### config.mk
export PLATFORM = sky130hd
export DESIGN_NAME = hwcur_compose
export DESIGN_NICKNAME = d
export VERILOG_FILES = /design/src/rtl/hwcur_pkg.sv /design/src/rtl/hwcur_word_buf.sv /design/src/rtl/hwcur_pix_map.sv /design/src/rtl/hwcur_out_stage.sv /design/src/rtl/hwcur_compose.sv
export SDC_FILE = /design/constraint.sdc
export NUM_CORES = 1
export LEC_CHECK = 0
export BUFFER_PORTS_ARGS = -buffer_cell sky130_fd_sc_hd__buf_2
export CAP_MARGIN = 20
export CORE_MARGIN = 5
export CORE_UTILIZATION = 45
export DETAILED_ROUTE_END_ITERATION = 8
export PLACE_DENSITY = 0.83
export SETUP_SLACK_MARGIN = 0.1
export SYNTH_ARGS = -nofsm -noshare
export SYNTH_HDL_FRONTEND = slang
export SYNTH_SLANG_ARGS = --single-unit
### constraint.sdc
create_clock -name clk -period 1.2 [get_ports clk]
set_clock_uncertainty 0.1 [all_clocks]
set_input_delay 0.24 -clock clk [delete_from_list [all_inputs] [get_ports clk]]
set_output_delay 0.24 -clock clk [all_outputs]
set_load 0.02 [all_outputs]
### src/rtl/hwcur_pkg.sv
package hwcur_pkg;

  typedef enum logic [1:0] {
    ACT_PASS,
    ACT_INV,
    ACT_PAL,
    ACT_GREY
  } hwcur_act_e;

  localparam int unsigned CODE_BITS = 4;
  localparam logic [CODE_BITS-1:0] CODE_CLEAR = 4'd0;
  localparam logic [CODE_BITS-1:0] CODE_INV   = 4'd1;
  localparam logic [CODE_BITS-1:0] CODE_PAL0  = 4'd8;
  localparam logic [CODE_BITS-1:0] CODE_PAL1  = 4'd9;

  function automatic hwcur_act_e classify(input logic [CODE_BITS-1:0] c);
    hwcur_act_e a;
    if (c == CODE_CLEAR)                    a = ACT_PASS;
    else if (c == CODE_INV)                 a = ACT_INV;
    else if (c == CODE_PAL0 || c == CODE_PAL1) a = ACT_PAL;
    else                                    a = ACT_GREY;
    return a;
  endfunction

endpackage

### src/rtl/hwcur_word_buf.sv
module hwcur_word_buf #(
  parameter int unsigned WORD_W        = 64,
  parameter int unsigned CODE_W        = 4,
  parameter int unsigned WORDS_PER_ROW = 2
) (
  input  logic              clk,
  input  logic              rst_n,
  input  logic              cw_valid,
  input  logic [WORD_W-1:0] cw_data,
  output logic              cw_ready,
  input  logic              adv,
  output logic              have_word,
  output logic [CODE_W-1:0] code,
  output logic              row_end
);
  localparam int unsigned NIBS   = WORD_W / CODE_W;
  localparam int unsigned CNT_W  = (NIBS > 1) ? $clog2(NIBS) : 1;
  localparam int unsigned HALF_W = (WORDS_PER_ROW > 1) ? $clog2(WORDS_PER_ROW) : 1;
  localparam logic [CNT_W-1:0]  CNT_LAST  = CNT_W'(NIBS - 1);
  localparam logic [HALF_W-1:0] HALF_LAST = HALF_W'(WORDS_PER_ROW - 1);

  logic [WORD_W-1:0] word_q, word_n;
  logic              full_q, full_n;
  logic [CNT_W-1:0]  cnt_q, cnt_n;
  logic [HALF_W-1:0] half_q, half_n;
  logic [CODE_W-1:0] nibs [NIBS];
  logic              last_nib, last_word, word_done, cw_fire;

  // Code slices, first code in the top nibble
  for (genvar i = 0; i < NIBS; i++) begin : g_nib
    assign nibs[i] = word_q[WORD_W-1-i*CODE_W -: CODE_W];
  end

  assign last_nib  = (cnt_q == CNT_LAST);
  assign last_word = (half_q == HALF_LAST);
  assign word_done = adv && last_nib;
  assign cw_ready  = !full_q || word_done;
  assign cw_fire   = cw_valid && cw_ready;
  assign have_word = full_q;
  assign code      = nibs[cnt_q];
  assign row_end   = last_nib && last_word;

  always_comb begin
    word_n = word_q;
    full_n = full_q;
    cnt_n  = cnt_q;
    half_n = half_q;
    if (adv) begin
      cnt_n = last_nib ? '0 : cnt_q + 1'b1;
    end
    if (word_done) begin
      full_n = 1'b0;
      half_n = last_word ? '0 : half_q + 1'b1;
    end
    if (cw_fire) begin
      word_n = cw_data;
      full_n = 1'b1;
    end
  end

  always_ff @(posedge clk or negedge rst_n) begin
    if (!rst_n) begin
      full_q <= 1'b0;
      cnt_q  <= '0;
      half_q <= '0;
    end else begin
      full_q <= full_n;
      cnt_q  <= cnt_n;
      half_q <= half_n;
    end
  end

  always_ff @(posedge clk) begin
    if (cw_fire) word_q <= word_n;
  end


  refill_start_chk: assert property (@(posedge clk) disable iff (!rst_n)
    cw_fire |=> (have_word && cnt_q == '0));

endmodule

### src/rtl/hwcur_pix_map.sv
module hwcur_pix_map
  import hwcur_pkg::*;
#(
  parameter int unsigned CODE_W = 4,
  parameter int unsigned CH_W   = 8,
  localparam int unsigned PIX_W = 3 * CH_W
) (
  input  logic [CODE_W-1:0] code,
  input  logic [PIX_W-1:0]  bg,
  input  logic [PIX_W-1:0]  col0,
  input  logic [PIX_W-1:0]  col1,
  output logic [PIX_W-1:0]  pix
);
  logic [PIX_W-1:0] grey;
  hwcur_act_e       act;

  for (genvar ch = 0; ch < 3; ch++) begin : g_grey
    assign grey[ch*CH_W +: CH_W] = CH_W'(code);
  end

  assign act = classify(CODE_BITS'(code));

  always_comb begin
    unique case (act)
      ACT_PASS: pix = bg;
      ACT_INV:  pix = ~bg;
      ACT_PAL:  pix = code[0] ? col1 : col0;
      default:  pix = grey;
    endcase
  end

endmodule

### src/rtl/hwcur_out_stage.sv
module hwcur_out_stage #(
  parameter int unsigned PIX_W = 24
) (
  input  logic             clk,
  input  logic             rst_n,
  input  logic             in_fire,
  input  logic [PIX_W-1:0] in_pix,
  input  logic             in_eol,
  output logic             can_take,
  output logic             out_valid,
  input  logic             out_ready,
  output logic [PIX_W-1:0] out_pix,
  output logic             out_eol
);
  logic             vld_q, vld_n;
  logic [PIX_W-1:0] pix_q;
  logic             eol_q;

  assign can_take  = !vld_q || out_ready;
  assign out_valid = vld_q;
  assign out_pix   = pix_q;
  assign out_eol   = eol_q;

  always_comb begin
    vld_n = vld_q;
    if (in_fire)        vld_n = 1'b1;
    else if (out_ready) vld_n = 1'b0;
  end

  always_ff @(posedge clk or negedge rst_n) begin
    if (!rst_n) vld_q <= 1'b0;
    else        vld_q <= vld_n;
  end

  always_ff @(posedge clk) begin
    if (in_fire) begin
      pix_q <= in_pix;
      eol_q <= in_eol;
    end
  end


  one_cycle_lat_chk: assert property (@(posedge clk) disable iff (!rst_n)
    in_fire |=> out_valid);


  stall_hold_chk: assert property (@(posedge clk) disable iff (!rst_n)
    (out_valid && !out_ready) |=> (out_valid && $stable(out_pix) && $stable(out_eol)));

endmodule

### src/rtl/hwcur_compose.sv
module hwcur_compose #(
  parameter int unsigned WORD_W        = 64,
  parameter int unsigned CODE_W        = 4,
  parameter int unsigned CH_W          = 8,
  parameter int unsigned WORDS_PER_ROW = 2,
  localparam int unsigned PIX_W        = 3 * CH_W
) (
  input  logic              clk,
  input  logic              rst_n,
  input  logic [PIX_W-1:0]  color0,
  input  logic [PIX_W-1:0]  color1,
  input  logic              cw_valid,
  input  logic [WORD_W-1:0] cw_data,
  output logic              cw_ready,
  input  logic              bg_valid,
  input  logic [PIX_W-1:0]  bg_pix,
  output logic              bg_ready,
  output logic              out_valid,
  input  logic              out_ready,
  output logic [PIX_W-1:0]  out_pix,
  output logic              out_eol
);
  logic [1:0]        rst_sync_q;
  logic              rst_int_n;
  logic              have_word, row_end, can_take, fire;
  logic [CODE_W-1:0] code;
  logic [PIX_W-1:0]  mapped;

  // Reset: asserted asynchronously, released on a clock edge
  always_ff @(posedge clk or negedge rst_n) begin
    if (!rst_n) rst_sync_q <= 2'b00;
    else        rst_sync_q <= {rst_sync_q[0], 1'b1};
  end
  assign rst_int_n = rst_sync_q[1];

  assign bg_ready = have_word && can_take;
  assign fire     = bg_valid && bg_ready;

  hwcur_word_buf #(
    .WORD_W(WORD_W), .CODE_W(CODE_W), .WORDS_PER_ROW(WORDS_PER_ROW)
  ) u_wbuf (
    .clk(clk), .rst_n(rst_int_n),
    .cw_valid(cw_valid), .cw_data(cw_data), .cw_ready(cw_ready),
    .adv(fire), .have_word(have_word), .code(code), .row_end(row_end)
  );

  hwcur_pix_map #(.CODE_W(CODE_W), .CH_W(CH_W)) u_map (
    .code(code), .bg(bg_pix), .col0(color0), .col1(color1), .pix(mapped)
  );

  hwcur_out_stage #(.PIX_W(PIX_W)) u_out (
    .clk(clk), .rst_n(rst_int_n),
    .in_fire(fire), .in_pix(mapped), .in_eol(row_end),
    .can_take(can_take),
    .out_valid(out_valid), .out_ready(out_ready),
    .out_pix(out_pix), .out_eol(out_eol)
  );


  clear_pass_chk: assert property (@(posedge clk) disable iff (!rst_int_n)
    (fire && code == CODE_W'(0)) |=> (out_pix == $past(bg_pix)));


  invert_chk: assert property (@(posedge clk) disable iff (!rst_int_n)
    (fire && code == CODE_W'(1)) |=> (out_pix == ~$past(bg_pix)));


  pal0_chk: assert property (@(posedge clk) disable iff (!rst_int_n)
    (fire && code == CODE_W'(8)) |=> (out_pix == $past(color0)));


  no_word_no_out_chk: assert property (@(posedge clk) disable iff (!rst_int_n)
    (!have_word && !out_valid) |=> !out_valid);

endmodule

==> run metrics <==
Fin. Hold Viols 0; slew margin rel. 57.7%; htree depth 3; Synth Flop Type edfxtp_1; Post-DRT Antenna Nets 0; Syn Nets 442; outcome finished with violations; min Tclk post-route 2.59 ns; Final Setup Violations 149; die extent in x 111 um; global-route usage over all layers 25.7%; drt pass-1 iters 5; Die ar. 0.0123 mm2; drt total wl 17700 um; Post-synth EDFFs 89; Inst Count DP 627; DR vias 4198; post-synthesis cell count 300; clock latency on the worst-skew pair 0.38 ns; Placed Instance Area 0.00598 mm2; largest cells by area after synthesis edfxtp_1, mux4_2, dfrtp_1; die height 111 um; Starting Density 46.5%; Max-cap violations 0; register area share after synthesis 63.2%; core area 0.00986 mm2; DR WL/cell 23.8 um; Netlist cell types 41; drt drc 0; CP arrival 2.59 ns; Setup Crit Path Kind register to register; Place WS -1.48 ns; register area 0.00290 mm2; hold crit path type register to async pin; Non-Filler Instances 745; Sink Count 98; clock slew seen by the registers of the worst setup and hold paths 0.11 ns; WP data required 1.20 ns; fill count 478; TritonCTS Buffers 9; gpl congestion 0.828; top-count cell post-synth edfxtp_1; share of the synthesized area in the top cell type 58.2%; critical path endpoint category register; ys async rst share 9.18%; initial antenna violation count 4; Reg2Reg Depth 8; global-route wire length before repair 24600 um; root cell of the clock tree clkbuf_8; largest net degree at the start of global routing 19; Reg2Reg Setup Slack -1.39 ns; FF+latch count, synth 98; setup repair after global routing missed its margin true; Max Freq 0.386 GHz; Syn Std Cell Area 0.00459 mm2; DR iter-0 viols 419; CTS tree done; I/O Buffers 168; grt ovf 0; vias in the first global route 4504; Startpoint Class register; failing checks negative setup slack; detailed placement HPWL 8800 um; Pleak 3.20 nW; clk buf depth 2; Least-Margin Pin Slew 0.633 ns; area leader, netlist edfxtp_1; area delta synth->final 69.5%; number of core rows 36; Synth Warn # 0; VDD IR-drop max 0.00141 V; layout cells sized above 1 56.6%; Pins Over Slew Limit 0; PnR worst setup slack -1.39 ns; Power per Cell Area 2420 mW/mm2; top cells by count, synth edfxtp_1, xnor2_1, nand2_1, nor3_1, inv_1; Final nets 747; Via density 5.63; Final period util 216%; crit path max fanout 6; multi-input gate area in the final layout 0.00180 mm2; synthesized area per cell 15.3 um2; setup total negative slack -106.00 ns; I/O Pins 169; fin area 0.00778 mm2
## cell usage in the layout (no fill, tap or decap), drive strengths merged, types with 3 or more instances in the layout
master         n
xnor2         19
buf          244
dfrtp          9
nand2b         3
o211ai         3
o21ai          4
o21a           3
nor3          18
and2           3
edfxtp        89
a21boi         3
mux2i          9
clkinvlp       3
inv           16
nand4          3
o31ai          3
dlygate4sd3   66
o221ai         6
clkbuf        13
a2bb2oi        3
a22o           4
nand2         18
a211oi        24
mux4          16
mux2           3
clkinv         3
nor2           3
o41ai          3
## worst max-delay path: stages (launching register included)
cell and delay (ns):
dfrtp_2 0.45, buf_12 0.15, buf_12 0.13, mux4_2 0.50, nand2_1 0.18, nand4_1 0.16, buf_4 0.19, o41ai_2 0.31
o31ai_1 0.13
## where the power goes
| group | internal, mW | switching [mW] | total, mW |
|---|---|---|---|
| Clock | 1.00 | 1.36 | 2.36 |
| Combinational | 5.81 | 5.68 | 11.5 |
| Sequential | 4.60 | 0.333 | 4.93 |
| Total | 11.4 | 7.37 | 18.8 |
## path summary, 6_finish.rpt
kind                                                   from                           end
min in group clk                                   bg_valid  u_wbuf.have_word$_DFFE_PN0P_
worst min register to register      rst_sync_q[1]$_DFF_PN0_   u_wbuf.cnt_q[3]$_DFFE_PN0P_
worst min-delay path                rst_sync_q[1]$_DFF_PN0_   u_wbuf.cnt_q[3]$_DFFE_PN0P_
worst max register to register  u_wbuf.cnt_q[0]$_DFFE_PN0P_    u_out.out_pix[0]$_DFFE_PP_
max in group asynchronous           rst_sync_q[1]$_DFF_PN0_   u_wbuf.cnt_q[1]$_DFFE_PN0P_
worst max-delay path            u_wbuf.cnt_q[0]$_DFFE_PN0P_    u_out.out_pix[0]$_DFFE_PP_
## metal layers
metal  track usage (%)  share of wire [%]  vias to the layer above
met4              10.4                4.2                        6
met5                 0               0.25                        -
met2              45.7                 51                      329
met3              7.59                9.9                       74
met1              28.7                 35                     1995
li1                  -                  -                     1794
## metrics by stage
stage	utilization (%)	hold slack (ns)	power (mW)
after global routing	78.8	0.0704	19.6
after global placement	60.6	-0.0744	13.2
after detailed placement	60.6	-0.0644	13.5
after CTS	74.5	0.0294	17.1
after floorplan	-	-0.156	10.7
final	78.8	0.0416	18.8
## cell type report
type | instances | share of cell area [%]
flip-flops and latches | 98 | 37.3
repair buffers | 314 | 33.8
multi-input cells | 166 | 23.1
well taps | 133 | 2.14
clock buffers | 9 | 1.59
clock inverters | 7 | 1.16
inverters | 16 | 0.821
diodes | 2 | 0.0644
## repair_timing
item,in CTS,in global routing
hold buffers,66,0
setup buffers,24,13
resized for setup,62,79
endpoints found under the hold margin,67,0
cloned,4,5
endpoints found under the setup margin,149,149
pin swaps,10,14
## flip-flops by register name (all words and copies together) (netlist names)
signal            flops
u_out.out_pix        24
u_wbuf.have_word      1
u_wbuf.half_q         1
u_out.out_eol         1
rst_sync_q            2
u_wbuf.nibs          64
u_out.out_valid       1
u_wbuf.cnt_q          4
## kinds of logic after synthesis
group                    Yosys count  share of synthesized area, %
AO/OA/AOI/OAI                     59                          11.1
XOR/XNOR                          20                          3.82
adder cells (fa/ha/maj)            1                         0.273
buffers and inverters             37                          4.58
flip-flops                        98                          63.2
multiplexers                      28                          10.9
other                              1                        0.0817
AND/OR/NAND/NOR                   56                          6.08
Power figures use the tool's default switching activity.
